==> src/rtl/smb_bridge_pkg.sv <==
package smb_bridge_pkg;
    localparam int ADW      = 14;
    localparam int LANES    = 4;
    localparam int DW       = LANES * 8;
    localparam int PAYLOAD  = 2 + LANES;
    localparam int IDX_W    = 4;
    localparam logic [7:0] CODE_REG = 8'h00;
    localparam logic [7:0] CODE_EE  = 8'h01;
    localparam logic [7:0] CNT_RWR  = 8'd3 + 8'(LANES);
    localparam logic [7:0] CNT_RRD  = 8'd3;
    localparam logic [7:0] CNT_EWR  = 8'd5;
    localparam logic [7:0] CNT_ERD  = 8'd4;
    localparam logic [7:0] RSP_LEN  = 8'(LANES + 1);

    typedef struct packed {
        logic             is_ee;
        logic             wr;
        logic [LANES-1:0] be;
        logic [ADW-1:0]   addr;
        logic [DW-1:0]    wdata;
        logic [7:0]       dev;
        logic [15:0]      eaddr;
        logic [7:0]       edata;
    } op_t;

    typedef enum logic [1:0] {S_IDLE, S_RD, S_WR, S_EE} seq_st_t;
endpackage

==> src/rtl/smb_frame_rx.sv <==
module smb_frame_rx
    import smb_bridge_pkg::*;
(
    input  logic       clk,
    input  logic       rst_n,
    input  logic       rx_start,
    input  logic       rx_valid,
    input  logic [7:0] rx_byte,
    input  logic       rx_stop,
    output logic       go,
    output logic       bad,
    output op_t        op
);
    typedef struct packed {
        logic [IDX_W-1:0]          idx;
        logic [7:0]                code;
        logic [7:0]                cnt;
        logic [7:0]                cmd;
        logic [PAYLOAD-1:0][7:0]   pay;
        logic                      go;
        logic                      bad;
        op_t                       op;
    } rx_t;

    rx_t s_d, s_q;
    logic [IDX_W-1:0] k;
    logic [7:0]       exp_cnt;
    logic [7:0]       nrx;
    logic             code_ok;

    always_comb begin
        s_d     = s_q;
        s_d.go  = 1'b0;
        s_d.bad = 1'b0;
        k       = s_q.idx - IDX_W'(3);
        code_ok = (s_q.code == CODE_REG) || (s_q.code == CODE_EE);
        if (s_q.code == CODE_EE) exp_cnt = s_q.cmd[4] ? CNT_EWR : CNT_ERD;
        else                     exp_cnt = s_q.cmd[4] ? CNT_RWR : CNT_RRD;
        nrx     = 8'(s_q.idx) - 8'd2;
        if (rx_start) begin
            s_d.idx = '0;
        end else if (rx_valid) begin
            case (s_q.idx)
                IDX_W'(0): s_d.code = rx_byte;
                IDX_W'(1): s_d.cnt  = rx_byte;
                IDX_W'(2): s_d.cmd  = rx_byte;
                default: if (k < IDX_W'(PAYLOAD)) s_d.pay[k[2:0]] = rx_byte;
            endcase
            if (s_q.idx != '1) s_d.idx = s_q.idx + 1'b1;
        end else if (rx_stop) begin
            s_d.idx = '0;
            if (s_q.idx >= IDX_W'(2)) begin
                if (code_ok && (s_q.cnt == exp_cnt) && (nrx == s_q.cnt)) begin
                    s_d.go = 1'b1;
                end else begin
                    s_d.bad = 1'b1;
                end
                s_d.op.is_ee = (s_q.code == CODE_EE);
                s_d.op.wr    = s_q.cmd[4];
                s_d.op.be    = s_q.cmd[LANES-1:0];
                s_d.op.addr  = {s_q.pay[1][ADW-9:0], s_q.pay[0]};
                for (int i = 0; i < LANES; i++) begin
                    s_d.op.wdata[8*i +: 8] = s_q.pay[2+i];
                end
                s_d.op.dev   = s_q.pay[0];
                s_d.op.eaddr = {s_q.pay[2], s_q.pay[1]};
                s_d.op.edata = s_q.pay[3];
            end
        end
    end

    always_ff @(posedge clk) begin
        if (!rst_n) s_q <= '0;
        else        s_q <= s_d;
    end

    assign go  = s_q.go;
    assign bad = s_q.bad;
    assign op  = s_q.op;

    AST_STOP_SINGLE: assert property (@(posedge clk) disable iff (!rst_n)
        (go || bad) |=> !(go || bad)) else $error("frame result repeated");
endmodule

==> src/rtl/smb_acc_seq.sv <==
module smb_acc_seq
    import smb_bridge_pkg::*;
(
    input  logic             clk,
    input  logic             rst_n,
    input  logic             go,
    input  logic             bad,
    input  op_t              op_in,
    input  logic             clr,
    output logic             err,
    output logic             busy,
    output logic [DW-1:0]    rsp_data,
    output logic             reg_valid,
    output logic             reg_write,
    output logic [ADW-1:0]   reg_addr,
    output logic [DW-1:0]    reg_wdata,
    input  logic             reg_ack,
    input  logic [DW-1:0]    reg_rdata,
    output logic             ee_valid,
    output logic             ee_write,
    output logic [7:0]       ee_dev,
    output logic [15:0]      ee_addr,
    output logic [7:0]       ee_wdata,
    input  logic             ee_ack,
    input  logic [7:0]       ee_rdata
);
    typedef struct packed {
        seq_st_t       st;
        op_t           op;
        logic [DW-1:0] wdata;
        logic [DW-1:0] data;
        logic          err;
    } seq_t;

    seq_t s_d, s_q;
    logic [DW-1:0] merged;

    for (genvar g = 0; g < LANES; g++) begin : g_lane
        assign merged[8*g +: 8] = s_q.op.be[g] ? s_q.op.wdata[8*g +: 8]
                                               : reg_rdata[8*g +: 8];
    end

    always_comb begin
        s_d = s_q;
        case (s_q.st)
            S_IDLE: if (go) begin
                s_d.op = op_in;
                if (op_in.is_ee) begin
                    s_d.st = S_EE;
                end else if (!op_in.wr) begin
                    s_d.st = S_RD;
                end else if (op_in.be == '1) begin
                    s_d.wdata = op_in.wdata;
                    s_d.st    = S_WR;
                end else if (op_in.be != '0) begin
                    s_d.st = S_RD;
                end
            end
            S_RD: if (reg_ack) begin
                if (s_q.op.wr) begin
                    s_d.wdata = merged;
                    s_d.st    = S_WR;
                end else begin
                    s_d.data = reg_rdata;
                    s_d.st   = S_IDLE;
                end
            end
            S_WR: if (reg_ack) s_d.st = S_IDLE;
            S_EE: if (ee_ack) begin
                if (!s_q.op.wr) s_d.data = {{(DW-8){1'b0}}, ee_rdata};
                s_d.st = S_IDLE;
            end
            default: s_d.st = S_IDLE;
        endcase
        if (clr) s_d.err = 1'b0;
        if (bad || (go && (s_q.st != S_IDLE))) s_d.err = 1'b1;
    end

    always_ff @(posedge clk) begin
        if (!rst_n) s_q <= '0;
        else        s_q <= s_d;
    end

    assign err       = s_q.err;
    assign busy      = (s_q.st != S_IDLE);
    assign rsp_data  = s_q.data;
    assign reg_valid = (s_q.st == S_RD) || (s_q.st == S_WR);
    assign reg_write = (s_q.st == S_WR);
    assign reg_addr  = s_q.op.addr;
    assign reg_wdata = s_q.wdata;
    assign ee_valid  = (s_q.st == S_EE);
    assign ee_write  = s_q.op.wr;
    assign ee_dev    = s_q.op.dev;
    assign ee_addr   = s_q.op.eaddr;
    assign ee_wdata  = s_q.op.edata;

    AST_REG_HOLD: assert property (@(posedge clk) disable iff (!rst_n)
        (reg_valid && !reg_ack) |=> (reg_valid && $stable(reg_write) && $stable(reg_addr) && $stable(reg_wdata)))
        else $error("register request dropped early");
    AST_EE_HOLD: assert property (@(posedge clk) disable iff (!rst_n)
        (ee_valid && !ee_ack) |=> (ee_valid && $stable(ee_write) && $stable(ee_addr) && $stable(ee_wdata)))
        else $error("eeprom request dropped early");
    AST_RMW_SAME_ADDR: assert property (@(posedge clk) disable iff (!rst_n)
        (reg_valid && reg_write && $past(reg_valid && !reg_write && reg_ack)) |-> (reg_addr == $past(reg_addr)))
        else $error("merge write moved address");
    AST_ERR_STICKY: assert property (@(posedge clk) disable iff (!rst_n)
        (err && !clr) |=> err) else $error("error flag lost");
    AST_ERR_CLEAR: assert property (@(posedge clk) disable iff (!rst_n)
        (clr && !bad && !(go && busy)) |=> !err) else $error("error flag not cleared");
endmodule

==> src/rtl/smb_rsp_tx.sv <==
module smb_rsp_tx
    import smb_bridge_pkg::*;
(
    input  logic          clk,
    input  logic          rst_n,
    input  logic          tx_start,
    input  logic          tx_next,
    input  logic          err,
    input  logic          busy,
    input  logic [DW-1:0] data,
    output logic [7:0]    tx_byte,
    output logic          clr
);
    localparam int PW = $clog2(LANES + 3);

    logic [PW-1:0] ptr_d, ptr_q;

    always_comb begin
        ptr_d = ptr_q;
        if (tx_start)                        ptr_d = '0;
        else if (tx_next && (ptr_q != '1))   ptr_d = ptr_q + 1'b1;
    end

    always_ff @(posedge clk) begin
        if (!rst_n) ptr_q <= '0;
        else        ptr_q <= ptr_d;
    end

    always_comb begin
        tx_byte = 8'h00;
        if (ptr_q == PW'(0))      tx_byte = RSP_LEN;
        else if (ptr_q == PW'(1)) tx_byte = {6'b0, busy, err};
        else begin
            for (int i = 0; i < LANES; i++) begin
                if (ptr_q == PW'(i + 2)) tx_byte = data[8*i +: 8];
            end
        end
    end

    assign clr = tx_next && !tx_start && (ptr_q == PW'(1));
endmodule

==> src/rtl/smb_reg_bridge.sv <==
module smb_reg_bridge
    import smb_bridge_pkg::*;
(
    input  logic        clk,
    input  logic        rst_n,
    input  logic        rx_start,
    input  logic        rx_valid,
    input  logic [7:0]  rx_byte,
    input  logic        rx_stop,
    input  logic        tx_start,
    input  logic        tx_next,
    output logic [7:0]  tx_byte,
    output logic        reg_valid,
    output logic        reg_write,
    output logic [13:0] reg_addr,
    output logic [31:0] reg_wdata,
    input  logic        reg_ack,
    input  logic [31:0] reg_rdata,
    output logic        ee_valid,
    output logic        ee_write,
    output logic [7:0]  ee_dev,
    output logic [15:0] ee_addr,
    output logic [7:0]  ee_wdata,
    input  logic        ee_ack,
    input  logic [7:0]  ee_rdata
);
    logic          go, bad, clr, err, busy;
    op_t           op;
    logic [DW-1:0] rsp_data;

    smb_frame_rx u_rx (
        .clk(clk), .rst_n(rst_n), .rx_start(rx_start), .rx_valid(rx_valid),
        .rx_byte(rx_byte), .rx_stop(rx_stop), .go(go), .bad(bad), .op(op)
    );

    smb_acc_seq u_seq (
        .clk(clk), .rst_n(rst_n), .go(go), .bad(bad), .op_in(op), .clr(clr),
        .err(err), .busy(busy), .rsp_data(rsp_data),
        .reg_valid(reg_valid), .reg_write(reg_write), .reg_addr(reg_addr),
        .reg_wdata(reg_wdata), .reg_ack(reg_ack), .reg_rdata(reg_rdata),
        .ee_valid(ee_valid), .ee_write(ee_write), .ee_dev(ee_dev),
        .ee_addr(ee_addr), .ee_wdata(ee_wdata), .ee_ack(ee_ack), .ee_rdata(ee_rdata)
    );

    smb_rsp_tx u_tx (
        .clk(clk), .rst_n(rst_n), .tx_start(tx_start), .tx_next(tx_next),
        .err(err), .busy(busy), .data(rsp_data), .tx_byte(tx_byte), .clr(clr)
    );

    AST_ONE_OUTSTANDING: assert property (@(posedge clk) disable iff (!rst_n)
        !(reg_valid && ee_valid)) else $error("two requests at once");
endmodule

==> config.mk <==
export PLATFORM = sky130hd
export DESIGN_NAME = smb_reg_bridge
export DESIGN_NICKNAME = d
export VERILOG_FILES = /design/src/rtl/smb_bridge_pkg.sv /design/src/rtl/smb_frame_rx.sv /design/src/rtl/smb_acc_seq.sv /design/src/rtl/smb_rsp_tx.sv /design/src/rtl/smb_reg_bridge.sv
export SDC_FILE = /design/constraint.sdc
export NUM_CORES = 1
export LEC_CHECK = 0
export ABC_AREA = 1
export BUFFER_PORTS_ARGS = -buffer_cell sky130_fd_sc_hd__buf_2
export CAP_MARGIN = 20
export CORE_ASPECT_RATIO = 0.75
export CORE_MARGIN = 8
export CORE_UTILIZATION = 54
export CTS_CLUSTER_DIAMETER = 80
export DETAILED_ROUTE_END_ITERATION = 6
export GPL_TIMING_DRIVEN = 1
export PLACE_DENSITY_LB_ADDON = 0.3
export SETUP_SLACK_MARGIN = 0.5
export SLEW_MARGIN = 0
export SYNTH_ARGS = -nofsm -noshare
export SYNTH_HDL_FRONTEND = slang
export SYNTH_HIERARCHICAL = 1
export SYNTH_SLANG_ARGS = --single-unit
==> constraint.sdc <==
create_clock -name clk -period 1.9 [get_ports clk]
set_input_delay 0.285 -clock clk [delete_from_list [all_inputs] [get_ports clk]]
set_output_delay 0.285 -clock clk [all_outputs]
set_load 0.05 [all_outputs]
==> summary.txt <==
Status
  • Run status: finished with violations
  • Failing checks: DRC, setup timing

Placement
  • Count of port buffers added during placement: 146
  • HPWL reported at the end of detailed placement: 23500 um
  • Final weighted congestion in routability-driven placement: 0.917
  • Number of cells after detailed placement: 2231

Clock tree
  • Clock edge transition at the registers on the reported setup and hold paths: 60 ps
  • Clock Tree Root: clkbuf_16
  • CTS tree: done
  • Clock latency at the later pin of the worst-skew pair: 550 ps
  • Worst-case clock buffer depth: 3
  • Maximum level of the CTS H-tree: 1
  • Quantity of hold-fixing buffers added after cts: 0
  • Clock sinks: 282
  • Cts bufs inserted: 28

Die
  • Die area: 0.0314 mm^2
  • Initial core utilization: 0.545
  • Height of the die: 155 um
  • Core Box Area: 0.0257 mm^2
  • Top Ports: 147
  • FP Rows: 51
  • Die width: 202 um

Layout
  • Post-Layout Cell Count: 2388
  • Most frequent standard cell in the layout excluding fill and tap cells: nor2_1
  • Antenna cell count: 0
  • Fraction of final layout cells with drive strength greater than 1: 0.370
  • Layout area overhead: 31.2%
  • Nets: 2099
  • Commonest non-fill, non-tap cells in the layout: 298 x nor2_1, 253 x dfxtp_1, 245 x nand2_1, 189 x inv_1, 119 x o21ai_0

Timing
  • Total negative slack: -3230 ps
  • Timing-limited maximum frequency: 0.427 GHz
  • Final period demand of the worst path: 2340 ps
  • Worst Clk Skew: 10.0 ps
  • Final setup violation count: 8
  • Setup repair after global routing missed its margin: true
  • Post-route worst setup slack: -442 ps
  • Tightest Pin Transition: 645 ps
  • Final hold violation count: 0
  • Portion of the clock cycle consumed by the worst path in the final layout: 1.23
  • Relative slew slack: 0.569
  • Count of final max-slew check failures: 0

Setup path
  • Element type at the critical path end: output port
  • Cell chain of the critical path: ha_4 -> ha_4 -> buf_12 -> nor2_4 -> nand2_1 -> nand2_1 -> nand2_2 -> a21oi_4 -> buf_6
  • Largest fanout on the critical path: 6
  • Critical path's largest stage delay: 370 ps
  • CP startpoint kind: flop
  • Critical path type: flop to output port
  • Worst-path cell with the longest stage delay: dfxtp_4
  • Worst-case register-to-register setup slack: 20 ps
  • Critical path data required time: 1620 ps
  • Data arrival, critical path: 2060 ps

Global routing
  • Number of antenna violations at the first check in global routing: 2
  • First-pass GRT wire length: 61600 um
  • Vias in the first global route: 11600
  • Overall overflow remaining after global route: 0
  • Overall Global Routing Usage: 0.237
  • Largest net degree at the start of global routing: 79

Logic synthesis
  • Post-synthesis sequential area ratio: 0.403
  • Number of register bits inferred by synthesis: 282
  • Area of the mapped netlist: 0.0140 mm^2
  • Cell types with the largest area share after synthesis: dfxtp_1 40%, buf_4 11%, nor2_1 11%, nand2_1 9.1%, o21ai_0 7.1%
  • Total number of yosys warnings: 6
  • Synthesized instance count: 2017
  • Post-synthesis area per instance: 6.94 um^2
  • Proportion of netlist area held by the largest area contributor: 0.403
  • Cell type contributing the most total cell area after synthesis: dfxtp_1
  • Synth cell types: 31
  • Post-Synthesis Net Count: 2092

Hold path
  • Hold Crit Class: input pin to flop

Power
  • Post-layout total power: 15.4 mW
  • Worst IR Drop VDD: 0.686 mV
  • Power density normalized to cell area: 841 mW/mm^2
  • Cell leakage power: 7.90 nW

Detailed routing
  • DRC violation count after routing: 2
  • Wire length after detailed routing: 43100 um
  • Wire per inst: 18.0 um
  • Total iterations of the first detailed-routing run: 7
  • Count of vias placed by the detailed router: 12900
  • Initial DRC Count: 1323
  • Vias per Instance: 5.39
  • Antenna violation net count after detailed routing: 0

Run
  • Max-cap viol count: 0
==> cells in the mapped netlist, drive strengths merged <==
| master | n |
|---|---|
| nand2 | 358 |
| o22ai | 1 |
| o21ai | 199 |
| o211ai | 32 |
| inv | 211 |
| nor2 | 421 |
| nand3 | 58 |
| clkbuf | 46 |
| and3 | 1 |
| xor2 | 1 |
| a21oi | 119 |
| dfxtp | 282 |
| nand4 | 1 |
| buf | 260 |
| ha | 18 |
| a211oi | 1 |
| o21a | 1 |
| nor3 | 4 |
| clkinv | 1 |
| or2 | 2 |
==> stage by stage <==
step	hold WS, ps	area (um^2)	worst slack (ps)	utilization
after floorplan	420	14600	246	-
after global placement	436	13900	111	0.542
after detailed placement	440	13900	87.6	0.542
after CTS	29.4	16900	-363	0.657
after global routing	33.8	18400	-491	0.715
final	53.3	18400	-442	0.715
==> repair_timing <==
item / 4_1_cts / 5_1_grt
hold endpoints to repair: 0 / 0
gates resized for setup: 323 / 390
setup endpoints to repair: 355 / 326
pin swaps: 165 / 97
cloned: 24 / 8
setup buffers: 42 / 33
==> power by group <==
part	internal (mW)	switching (mW)	total, mW	leakage (nW)
sequential	6.26	0.410	6.67	2.29
clock	3.35	2.38	5.72	0.460
combinational	1.29	1.76	3.05	5.15
==> worst max-delay path: cells and delay by family, from the launching register on <==
| kind | cells | cell delay (ps) |
|---|---|---|
| AO/OA/AOI/OAI | 1 | 120 |
| adder cells (fa/ha/maj) | 2 | 360 |
| buffers and inverters | 2 | 320 |
| flip-flops | 1 | 370 |
| AND/OR/NAND/NOR | 4 | 320 |
==> registers in the layout (all words and copies together) (netlist names), 8 cells and up <==
| register | count |
|---|---|
| u_seq/ee_wdata | 8 |
| u_seq/ee_dev | 8 |
| u_seq/rsp_data | 32 |
| u_seq/reg_wdata | 32 |
| u_seq/ee_addr | 16 |
| u_rx/s_q | 73 |
| u_seq/reg_addr | 14 |
| u_seq/s_q | 38 |
| u_rx/op | 54 |
==> cell families after synthesis <==
logic type | after synthesis | share of synthesized area
adders and majority gates | 18 | 0.0161
AOI/OAI and AO/OA | 353 | 0.132
xor gates and xnor gates | 1 | 0.00116
DFF | 282 | 0.403
and+or+nand+nor | 845 | 0.244
buffers and inverters | 518 | 0.203
==> layout make-up <==
cell class / instances / area (um^2)
Inverter: 212 / 862
Clock inverter: 11 / 136
Timing Repair Buffer: 276 / 3000
Tap cell: 344 / 430
Clock buffer: 39 / 803
Fill cell: 1853 / 7340
Sequential cell: 282 / 5700
Multi-Input combinational cell: 1224 / 7450
==> worst paths after layout <==
check                               startpoint             endpoint  cells after the start
worst max-delay path             u_tx/ptr_q[1]           tx_byte[3]                      9
worst min-delay path                  rx_valid        u_rx/s_q[160]                      3
worst max register to register  u_seq/s_q[150]  u_seq/reg_wdata[19]                     13
worst min register to register        u_rx/bad            u_seq/err                      2
==> per-layer routing <==
| metal | global-route usage | part of all wire | wire length, um | up-vias |
|---|---|---|---|---|
| met5 | 0 | 0.00053 | 23 | - |
| met2 | 0.366 | 0.46 | 19600 | 584 |
| li1 | - | - | - | 6106 |
| met1 | 0.334 | 0.43 | 18500 | 6068 |
| met4 | 0.0569 | 0.022 | 948 | 4 |
| met3 | 0.0490 | 0.092 | 3970 | 99 |
No activity file was read; power rests on OpenSTA's default activity.
